File: src/rtl/flash_stat_pkg.sv
// Shared encodings for the flash status formatter.
// Assumes op_kind is driven by the command decoder with these codes.
package flash_stat_pkg;
    typedef enum logic [1:0] {
        OPK_NONE  = 2'd0,
        OPK_PROG  = 2'd1,
        OPK_ERASE = 2'd2,
        OPK_RSVD  = 2'd3
    } opk_t;

    // Bit positions inside the status byte (host software decodes these)
    localparam int unsigned SB_POLL   = 7;
    localparam int unsigned SB_TOG_OP = 6;
    localparam int unsigned SB_LIMIT  = 5;
    localparam int unsigned SB_WINDOW = 3;
    localparam int unsigned SB_TOG_SC = 2;

    // Toggle flip-flop indices
    localparam int unsigned TG_OP  = 0;
    localparam int unsigned TG_SEC = 1;
    localparam int unsigned NTOG   = 2;
endpackage

File: src/rtl/fst_edge.sv
// Rising-edge detector for the host read strobe.
// Assumes the strobe is synchronous to clk; one pulse per low-to-high change.
module fst_edge (
    input  logic clk,
    input  logic rst_n,
    input  logic lvl,
    output logic rise
);
    logic lvl_q;

    // Remember the strobe level of the previous cycle
    always_ff @(posedge clk) begin
        if (!rst_n) lvl_q <= 1'b0;
        else        lvl_q <= lvl;
    end

    assign rise = lvl & ~lvl_q;
endmodule

File: src/rtl/fst_toggle.sv
// Single toggle bit: cleared by a new operation, inverted on advance.
// Assumes clr takes priority over adv in the same cycle.
module fst_toggle (
    input  logic clk,
    input  logic rst_n,
    input  logic clr,
    input  logic adv,
    output logic q
);
    // Clear on new operation, otherwise invert on each advance
    always_ff @(posedge clk) begin
        if (!rst_n)   q <= 1'b0;
        else if (clr) q <= 1'b0;
        else if (adv) q <= ~q;
    end
endmodule

File: src/rtl/fst_guard.sv
// Countdown for the short busy window of a program aimed at a protected sector.
// Assumes start is a one-cycle pulse; arm is sampled only with start.
module fst_guard #(
    parameter int unsigned GUARD_CYCLES = 100
) (
    input  logic clk,
    input  logic rst_n,
    input  logic start,
    input  logic arm,
    output logic active
);
    localparam int unsigned CW = $clog2(GUARD_CYCLES + 1);

    logic [CW-1:0] cnt;

    // Load on an armed start, clear on an unarmed one, else count down to zero
    always_ff @(posedge clk) begin
        if (!rst_n)           cnt <= '0;
        else if (start)       cnt <= arm ? CW'(GUARD_CYCLES) : '0;
        else if (cnt != '0)   cnt <= cnt - 1'b1;
    end

    assign active = (cnt != '0);
endmodule

File: src/rtl/flash_status_gen.sv
// Status byte and ready/busy generator for embedded program/erase operations.
// Assumes op_kind is held for the life of an operation and op_start marks its
// first cycle; all inputs are synchronous to clk.
module flash_status_gen
    import flash_stat_pkg::*;
#(
    parameter int unsigned GUARD_CYCLES = 100
) (
    input  logic       clk,
    input  logic       rst_n,
    input  logic [1:0] op_kind,
    input  logic       op_start,
    input  logic       busy,
    input  logic       suspended,
    input  logic       timeout,
    input  logic       erase_run,
    input  logic       prot_hit,
    input  logic [7:0] wdata,
    input  logic       rd_stb,
    input  logic       sel_sector,
    output logic [7:0] status,
    output logic       ready
);
    opk_t            opk;
    logic            op_live;
    logic            is_prog;
    logic            is_erase;
    logic            guard_on;
    logic            working;
    logic            rd_rise;
    logic [NTOG-1:0] adv;
    logic [NTOG-1:0] tog;

    assign opk      = opk_t'(op_kind);
    assign is_prog  = (opk == OPK_PROG);
    assign is_erase = (opk == OPK_ERASE);
    assign op_live  = is_prog | is_erase;

    fst_edge u_edge (
        .clk   (clk),
        .rst_n (rst_n),
        .lvl   (rd_stb),
        .rise  (rd_rise)
    );

    fst_guard #(.GUARD_CYCLES(GUARD_CYCLES)) u_guard (
        .clk    (clk),
        .rst_n  (rst_n),
        .start  (op_start),
        .arm    (prot_hit & is_prog),
        .active (guard_on)
    );

    assign working = op_live & (busy | guard_on);

    // Advance conditions: one per operation, one per selected sector
    always_comb begin
        adv         = '0;
        adv[TG_OP]  = rd_rise & working;
        adv[TG_SEC] = rd_rise & sel_sector & op_live & ((is_erase & busy) | suspended);
    end

    for (genvar g = 0; g < NTOG; g++) begin : g_tog
        fst_toggle u_tog (
            .clk   (clk),
            .rst_n (rst_n),
            .clr   (op_start),
            .adv   (adv[g]),
            .q     (tog[g])
        );
    end

    // Assemble the status byte from the operation flags and toggle bits
    always_comb begin
        status = '0;
        if (op_live) begin
            if (is_prog) status[SB_POLL] = working ? ~wdata[7] : wdata[7];
            else         status[SB_POLL] = ~working;
            status[SB_TOG_OP] = tog[TG_OP];
            status[SB_LIMIT]  = timeout;
            status[SB_WINDOW] = is_erase & erase_run;
            if (is_erase | suspended) status[SB_TOG_SC] = tog[TG_SEC];
        end
    end

    assign ready = ~working;
endmodule

File: config.mk
export PLATFORM = sky130hd
export DESIGN_NAME = flash_status_gen
export DESIGN_NICKNAME = d
export VERILOG_FILES = /design/src/rtl/flash_stat_pkg.sv /design/src/rtl/fst_edge.sv /design/src/rtl/fst_toggle.sv /design/src/rtl/fst_guard.sv /design/src/rtl/flash_status_gen.sv
export SDC_FILE = /design/constraint.sdc
export NUM_CORES = 1
export LEC_CHECK = 0
export ABC_AREA = 1
export ABC_CLOCK_PERIOD_IN_PS = 1200
export BUFFER_PORTS_ARGS = -buffer_cell sky130_fd_sc_hd__buf_2
export CORE_MARGIN = 5
export CORE_UTILIZATION = 38
export CTS_BUF_LIST = sky130_fd_sc_hd__clkbuf_4 sky130_fd_sc_hd__clkbuf_8 sky130_fd_sc_hd__clkbuf_16
export DETAILED_ROUTE_END_ITERATION = 10
export PLACE_DENSITY = 0.69
export SLEW_MARGIN = 20
export SYNTH_ARGS = -nofsm -noshare
export SYNTH_HDL_FRONTEND = slang
export SYNTH_SLANG_ARGS = --single-unit
File: constraint.sdc
create_clock -name clk -period 1.2 [get_ports clk]
set_input_delay 0 -clock clk [delete_from_list [all_inputs] [get_ports clk]]
set_output_delay 0 -clock clk [all_outputs]
set_load 0.02 [all_outputs]
==> results of run 1 <==
-- repair_timing --
item | 4_1_cts | 5_1_grt
endpoints found under the setup margin | 6 | 9
hold buffers | 3 | 0
pin swaps | 8 | 7
resized for setup | 13 | 7
hold endpoints to repair | 3 | 0
setup buffers | 5 | 1
-- area by class of cell --
class | count | area, µm² | area share (%)
multi-input cells | 66 | 437 | 44.2
repair buffers | 30 | 204 | 20.6
flip-flops and latches | 10 | 203 | 20.5
inverters | 20 | 77.6 | 7.85
clock buffers | 4 | 36.3 | 3.67
well taps | 25 | 31.3 | 3.16
-- state kept, by name, summed over array words and instances, names as in the netlist --
| register | cells |
|---|---|
| u_edge.lvl_q | 1 |
| g_tog.u_tog.q | 2 |
| u_guard.cnt | 7 |
-- critical path, cell delays in order, from the launching register on --
cell,delay (ns)
dfxtp_2,0.33
inv_2,0.07
ha_4,0.16
inv_4,0.04
nor2_4,0.10
nand4_4,0.12
o21ai_2,0.08
nand2_1,0.07
nor2_2,0.10
buf_6,0.12
-- through the flow --
stage | cells | worst slack (ns) | cell area [µm²]
after floorplan | 99 | 0.0202 | 689
after global placement | 142 | -0.0120 | 811
after detailed placement | 142 | -0.0386 | 811
after CTS | 154 | -0.255 | 956
after global routing | 155 | -0.339 | 988
final | 155 | -0.264 | 988
-- how the worst min path moves through the flow --
stage | from | endpoint | slack, ns | depth (start not counted)
after floorplan | rd_stb | u_edge.lvl_q$_SDFF_PN0_ | 0.09 | 2
after global placement | rd_stb | u_edge.lvl_q$_SDFF_PN0_ | 0.21 | 3
after detailed placement | rd_stb | u_edge.lvl_q$_SDFF_PN0_ | 0.21 | 3
after CTS | prot_hit | u_guard.cnt[5]$_SDFFE_PN0P_ | 0.05 | 3
after global routing | prot_hit | u_guard.cnt[2]$_SDFFE_PN0P_ | 0.07 | 3
final | prot_hit | u_guard.cnt[2]$_SDFFE_PN0P_ | 0.05 | 3
-- kinds of logic (layout without fill, tap and decap cells) --
family	after synthesis	after routing	synth area share [%]
other	1	3	0.552
adders and majority gates	3	3	5.53
buffers and inverters	23	54	14.4
and+or+nand+nor	47	47	37.4
AOI/OAI and AO/OA	12	12	11.4
xor gates and xnor gates	1	1	1.29
DFF	10	10	29.5
-- layer usage --
layer | routed length [µm] | vias to the layer above
met2 | 935 | 31
met1 | 686 | 318
met3 | 132 | 4
met4 | 26 | 0
met5 | 0 | -
li1 | - | 366
-- synthesized netlist by cell type --
cell and number:
inv_1 15, nand2_1 15, dfxtp_1 10, nor2_1 10
nand3_1 8, a21oi_1 7, inv_2 5, nor2_2 4
buf_4 3, ha_1 3, nand4_1 3, nor2_4 3
o21ai_2 2, a211oi_2 1, conb_1 1, nand3_2 1
nand4_4 1, nor3_1 1, o21ai_1 1, o21bai_1 1
or2_1 1, xor2_1 1
-- report_power, final --
group | leakage (nW) | internal, mW | switching, mW | total [mW]
sequential | 0.0826 | 0.386 | 0.0651 | 0.451
combinational | 0.385 | 0.433 | 0.489 | 0.922
clock | 0.0210 | 0.185 | 0.141 | 0.326
==> flow_summary.ini, run 1 <==
[status]
outcome = finished with violations
violations = negative setup slack

[sta]
max_freq_mhz = 683
worst_hold_slack_ns = 0.0531
setup_tns_ns = -1.21
min_period_over_period_pct = 122
fin_worst_skew_ns = 0.000687
rsz0062_at_grt = yes
post-route-min-period_ns = 1.46
hold_viol_final = 0
drv_slew = 0
worst_slack_ns = -0.264
setup_viol = 9

[critical_path]
r2r_start = u_guard.cnt[0]$_SDFFE_PN0P_
crit_arrival_ns = 1.46
reg2reg_to = u_guard.cnt[4]$_SDFFE_PN0P_
crit_start = u_guard.cnt[0]$_SDFFE_PN0P_
crit_end = status[7]
critPathRequiredTime_ns = 1.20
reg2reg_slack_ns = -0.20
startpoint_type = register
reg2reg_depth = 10
path_class = register to output port
cp_max_fo = 4
end_kind = output port

[logic_synthesis]
synthCells = 97
syn-cell-area_um2 = 679
yosysWarnings = 0
synth_area_leader_cell = dfxtp_1
synth_top_cell_area_share_pct = 29.5
synthTopCellsByArea = dfxtp_1 29%, inv_1 8.3%, nand2_1 8.3%, nand3_1 5.9%, ha_1 5.5%
synthDistinctLibCells = 22
synth-seq-area-share_pct = 29.5
synth_area_per_cell_um2 = 7.00
ys_seq_elements = 10

[routing]
wirelength_um = 1780
firstDrtPassIters = 4
postRouteAntennaNets = 0
via_per_inst = 4.64
wire_per_inst_um = 11.5
drc_errors = 0
drt_iter0_drc = 17
num_vias = 719

[final_layout]
layout_common_cells = 16 x buf_2, 14 x inv_1, 13 x nand2_1
n_antenna_cell = 0
final_common_cell = buf_2
layout-drive-gt1-share_pct = 46.2
final_util_pct = 57.9
fillers = 164
num-nets-final = 154
synthToLayoutAreaGrowth_pct = 45.5

[clocking]
cts_sinks = 10
clock_path_buffers = 2
cts_root_buffer = clkbuf_4
clkTransAtPathRegs_ns = 0.07
cts_tree = yes
htree_levels = 1
clock_latency_ns = 0.28
cts_buffers = 3

[grt]
grt_max_degree = 7
use_met3_pct = 4.27
met2_usage_pct = 22.9
grt_use_total_pct = 13.5
antenna_found_initial = 0
grt_busiest_layer = met2
grt_pass1_wl_um = 2720
globalRouteMet1Util_pct = 15.6
overflow = 0
grt_pass1_vias = 668

[pwr]
vdd_ir_drop_max_mv = 0.988
power_density_nw_per_um2 = 1720
power.leakage_nw = 0.488
power_mw = 1.70

[die]
die_y_um = 52.3
coreArea_um2 = 1710
initial_utilization_pct = 39.8
core.rowCount = 15
dieWidth_um = 52.3
dieArea_um2 = 2730
io_pins = 29

[place]
hpwl_um = 1160
port_buffers = 18
gp_congestion = 0.813

[job]
max_cap_violations = 0

[min_path]
hold_path.class = primary input to register
No activity file was read; power rests on OpenSTA's default activity.
==> inputs of run 2 (changes only) <==
--- a/config.mk
+++ b/config.mk
@@ -13,6 +13,7 @@
 export CTS_BUF_LIST = sky130_fd_sc_hd__clkbuf_4 sky130_fd_sc_hd__clkbuf_8 sky130_fd_sc_hd__clkbuf_16
 export DETAILED_ROUTE_END_ITERATION = 10
 export PLACE_DENSITY = 0.69
+export RECOVER_POWER = 25
 export SLEW_MARGIN = 20
 export SYNTH_ARGS = -nofsm -noshare
 export SYNTH_HDL_FRONTEND = slang
==> flow_summary.ini, run 2 (synthesis gave the netlist of run 1 again) <==
[status]
outcome = finished with violations
violations = negative setup slack

[routing]
wirelength_um = 1770
wire_per_inst_um = 11.4
drc_errors = 0
firstDrtPassIters = 4
num_vias = 716
postRouteAntennaNets = 0
drt_iter0_drc = 17
via_per_inst = 4.62

[clocking]
cts_tree = yes
clock_path_buffers = 2
cts_root_buffer = clkbuf_4
clkTransAtPathRegs_ns = 0.07
cts_buffers = 3
htree_levels = 1
cts_sinks = 10
clock_latency_ns = 0.28

[min_path]
hold_path.class = primary input to register
hold_path_depth = 3

[sta]
worst_hold_slack_ns = 0.0531
hold_viol_final = 0
fin_worst_skew_ns = 0.000691
worst_slack_ns = -0.263
drv_slew = 0
setup_viol = 9
post-route-min-period_ns = 1.46
min_period_over_period_pct = 122
max_freq_mhz = 683
rsz0062_at_grt = yes

[die]
dieArea_um2 = 2730
initial_utilization_pct = 39.8
die_y_um = 52.3
coreArea_um2 = 1710
core.rowCount = 15
io_pins = 29
dieWidth_um = 52.3

[critical_path]
cp_max_fo = 4
critPathRequiredTime_ns = 1.20
path_depth = 9
end_kind = output port
crit_buf_inv = 3
path_cells = inv_2, ha_4, inv_4, nor2_4, nand4_4, o21ai_2, nand2_1, nor2_2, buf_6
cpLargestDelayFamily = simple AND/OR/NAND/NOR gates
startpoint_type = register
cp_slowest_cell = dfxtp_2
reg2reg_depth = 10
path_class = register to output port
crit_arrival_ns = 1.46
cp_slowest_stage_delay_ns = 0.33

[grt]
overflow = 0
antenna_found_initial = 0
grt_use_total_pct = 13.5
grt_pass1_wl_um = 2720
grt_pass1_vias = 668
grt_max_degree = 7

[final_layout]
final_common_cell = buf_2
layout.cells.non_filler = 155
synthToLayoutAreaGrowth_pct = 45.3
num-nets-final = 154
layout_common_cells = 15 x buf_2, 14 x inv_1, 13 x nand2_1
n_antenna_cell = 0
final_util_pct = 57.8
largest_reg_flops = 7
reg.largest.list = u_guard.cnt x7, g_tog.u_tog.q x2, u_edge.lvl_q x1
layout-drive-gt1-share_pct = 45.4
regMostFlops = u_guard.cnt

[place]
gp_congestion = 0.813
hpwl_um = 1160
dp_cells = 142
port_buffers = 18
post-place-ws_ns = -0.0386

[pwr]
vdd_ir_drop_max_mv = 0.987
power_mw = 1.70
power.leakage_nw = 0.484
power_density_nw_per_um2 = 1720

[job]
max_cap_violations = 0
[run 2: layer usage]
layer  vias to the layer above  global-route usage (%)  routed length [µm]  part of all wire [%]
met3                         4                    4.27                 132                   7.4
met2                        31                    22.9                 932                    53
met4                         0                    5.11                  26                   1.5
met1                       314                    15.6                 680                    38
met5                         -                       0                   0                     0
li1                        367                       -                   -                     -
[run 2: final timing paths]
path,start,to,slack (ns)
min reg2reg,g_tog[1].u_tog.q$_SDFFE_PP0P_,g_tog[1].u_tog.q$_SDFFE_PP0P_,0.53
min,prot_hit,u_guard.cnt[2]$_SDFFE_PN0P_,0.05
max,u_guard.cnt[0]$_SDFFE_PN0P_,status[7],-0.26
max reg2reg,u_guard.cnt[0]$_SDFFE_PN0P_,u_guard.cnt[4]$_SDFFE_PN0P_,-0.20
[run 2: through the flow]
step	TNS, ns	area (µm²)
finish	-1.21	987
global route	-1.93	987
CTS	-1.04	956
detailed placement	-0.127	811
global placement	-0.0181	811
floorplan	0	689
[run 2: where the power goes]
part	internal (mW)	switching, mW	total, mW	leakage (nW)
clock network	0.185	0.141	0.326	0.0210
logic	0.433	0.489	0.922	0.381
registers	0.386	0.0650	0.451	0.0826
[run 2: layout make-up]
cell class                      instances  area, µm²
Fill cell                             165        721
Multi-Input combinational cell         66        437
Sequential cell                        10        203
Timing Repair Buffer                   30        203
Inverter                               20       77.6
Clock buffer                            4       36.3
Tap cell                               25       31.3
[run 2: tightest hold or removal path, delay by kind of cell]
kind	cells	cell delay (ns)
AO/OA/AOI/OAI	1	0.07
buffers and inverters	1	0.10
AND/OR/NAND/NOR	1	0.13
[run 2: repair_timing]
item,in CTS,in global routing
hold endpoints to repair,3,0
hold buffers,3,0
gates resized for setup,13,7
setup endpoints to repair,6,9
pin swaps,8,7
setup buffers,5,1
==> inputs of run 3 (changes only) <==
--- a/config.mk
+++ b/config.mk
@@ -5,14 +5,13 @@
 export SDC_FILE = /design/constraint.sdc
 export NUM_CORES = 1
 export LEC_CHECK = 0
-export ABC_AREA = 1
-export ABC_CLOCK_PERIOD_IN_PS = 1200
+export ABC_CLOCK_PERIOD_IN_PS = 1500
 export BUFFER_PORTS_ARGS = -buffer_cell sky130_fd_sc_hd__buf_2
 export CORE_MARGIN = 5
 export CORE_UTILIZATION = 38
 export CTS_BUF_LIST = sky130_fd_sc_hd__clkbuf_4 sky130_fd_sc_hd__clkbuf_8 sky130_fd_sc_hd__clkbuf_16
 export DETAILED_ROUTE_END_ITERATION = 10
-export PLACE_DENSITY = 0.69
+export PLACE_DENSITY = 0.68
 export RECOVER_POWER = 25
 export SLEW_MARGIN = 20
 export SYNTH_ARGS = -nofsm -noshare
==> constraint.sdc (replaced) <==
create_clock -name clk -period 1.5 [get_ports clk]
set_input_delay 0 -clock clk [delete_from_list [all_inputs] [get_ports clk]]
set_output_delay 0 -clock clk [all_outputs]
set_load 0.02 [all_outputs]
==> flow_summary.ini, run 3 <==
[final_layout]
layout.cells.non_filler = 113
final_common_cell = buf_2
largest_reg_flops = 7
layout_common_cells = 16 x buf_2, 8 x dfxtp_1, 7 x nor2_1, 7 x buf_4
reg.largest.list = u_guard.cnt x7, g_tog.u_tog.q x2, u_edge.lvl_q x1
final_util_pct = 56.4
num-nets-final = 122
n_antenna_cell = 0
layout-drive-gt1-share_pct = 44.3
synthToLayoutAreaGrowth_pct = 42.2
regMostFlops = u_guard.cnt

[logic_synthesis]
synthTopCellsByArea = dfxtp_1 34%, ha_1 6.4%, nor2_1 5.1%, xor2_1 4.4%, buf_4 3.8%
synth_area_per_cell_um2 = 8.44
synth_commonest_cells = 10 x dfxtp_1, 8 x nor2_1, 5 x inv_1
synthCells = 70
synth-seq-area-share_pct = 33.9
synthDistinctLibCells = 32
synth_top_cell_area_share_pct = 33.9
ys_seq_elements = 10
ys.flop_type = dfxtp_1
synth-edff-count = 0
synth.most_common_cell = dfxtp_1
synth_area_leader_cell = dfxtp_1
syn-cell-area_um2 = 591
async_flop_share_pct = 0
yosysWarnings = 0

[clocking]
cts_tree = yes
cts_root_buffer = clkbuf_4
cts_buffers = 3
clkTransAtPathRegs_ns = 0.06
htree_levels = 1
clock_latency_ns = 0.26
clock_path_buffers = 2
cts_sinks = 10

[min_path]
hold_path.class = primary input to register

[sta]
setup_viol = 4
fin_worst_skew_ns = 0.00103
hold_viol_final = 0
drv_slew = 0
rsz0062_at_grt = yes
min_period_over_period_pct = 108
max_freq_mhz = 617
worst_slack_ns = -0.122
worst_hold_slack_ns = 0.00461
post-route-min-period_ns = 1.62

[routing]
drt_iter0_drc = 2
drc_errors = 0
wire_per_inst_um = 11.2
wirelength_um = 1260
postRouteAntennaNets = 0
via_per_inst = 4.86
num_vias = 549
firstDrtPassIters = 2

[die]
coreArea_um2 = 1490
dieWidth_um = 49.4
dieArea_um2 = 2440
initial_utilization_pct = 39.7
io_pins = 29
die_y_um = 49.4
core.rowCount = 14

[critical_path]
cp_slowest_cell = or4_4
startpoint_type = register
crit_arrival_ns = 1.62
cp_max_fo = 4
critPathRequiredTime_ns = 1.50
path_cells = or4_4, nor3_4, xnor2_1, nor2_1, buf_2
crit_buf_inv = 1
end_kind = output port
path_class = register to output port
cpLargestDelayFamily = simple AND/OR/NAND/NOR gates
cp_slowest_stage_delay_ns = 0.57

[grt]
antenna_found_initial = 0
grt_use_total_pct = 10.5
grt_pass1_wl_um = 2020
grt_max_degree = 8
grt_pass1_vias = 519
overflow = 0

[status]
violations = negative setup slack
outcome = finished with violations

[pwr]
power_density_nw_per_um2 = 1710
power.leakage_nw = 0.391
vdd_ir_drop_max_mv = 1.06

[place]
dp_cells = 107
port_buffers = 18
hpwl_um = 988
gp_congestion = 0.771

[job]
max_cap_violations = 0
-- run 3: cell count changes after synthesis, sizes merged, moves of 4 or more --
cell   previous run  this run
inv              20         5
nand2            15         2
nor2             17         8
nand3             9         1
a21oi             7         3
nand4             4         0
-- run 3: cell families after synthesis --
| family | after synthesis | share of synthesized area [%] |
|---|---|---|
| AO/OA/AOI/OAI | 10 | 12.3 |
| adder cells (fa/ha/maj) | 3 | 6.36 |
| flip-flops | 10 | 33.9 |
| other | 1 | 0.635 |
| buffers and inverters | 9 | 7.84 |
| AND/OR/NAND/NOR | 32 | 31.6 |
| XOR/XNOR | 5 | 7.42 |
-- run 3: what timing repair did --
item | 4_1_cts | 5_1_grt
gates resized for setup | 4 | 16
hold buffers | 1 | 0
endpoints found under the setup margin | 5 | 8
hold endpoints to repair | 1 | 0
buffers inserted | 1 | 1
pin swaps | 0 | 5
-- run 3: where the power goes --
| part | switching [mW] | internal, mW | total (mW) |
|---|---|---|---|
| registers | 0.0401 | 0.324 | 0.365 |
| clock network | 0.0854 | 0.0924 | 0.178 |
| logic | 0.425 | 0.472 | 0.897 |
-- run 3: worst paths after layout --
path                            startpoint                       endpoint  slack (ns)  cells past startpoint
max            u_guard.cnt[6]$_SDFFE_PN0P_                      status[7]       -0.12                      5
min                                  rst_n    u_guard.cnt[2]$_SDFFE_PN0P_       0.005                      2
max reg2reg    u_guard.cnt[6]$_SDFFE_PN0P_  g_tog[0].u_tog.q$_SDFFE_PP0P_       -0.04                      5
min reg2reg  g_tog[0].u_tog.q$_SDFFE_PP0P_  g_tog[0].u_tog.q$_SDFFE_PP0P_        0.51                      2
-- run 3: final cells by class --
type / instances / area (µm²)
fill: 141 / 649
multi-input combinational: 53 / 415
sequential: 10 / 205
timing repair buffer: 26 / 158
clock buffer: 3 / 22.5
tap: 16 / 20.0
inverter: 5 / 18.8
-- run 3: through the flow --
stage	setup TNS, ns	cell area (µm²)	power [mW]	setup WS (ns)
after floorplan	0	598	0.830	0.00927
after detailed placement	-0.0765	718	0.972	-0.0408
after global placement	-0.0202	718	0.965	-0.0180
after global routing	-0.470	840	1.55	-0.186
final	-0.225	840	1.44	-0.122
after CTS	-0.439	773	1.23	-0.141
-- run 3: routing by layer --
layer	wire length (µm)	GRT usage, %
met5	0	0
met4	34	6.55
met3	91	2.75
met2	599	16.7
met1	535	12.2
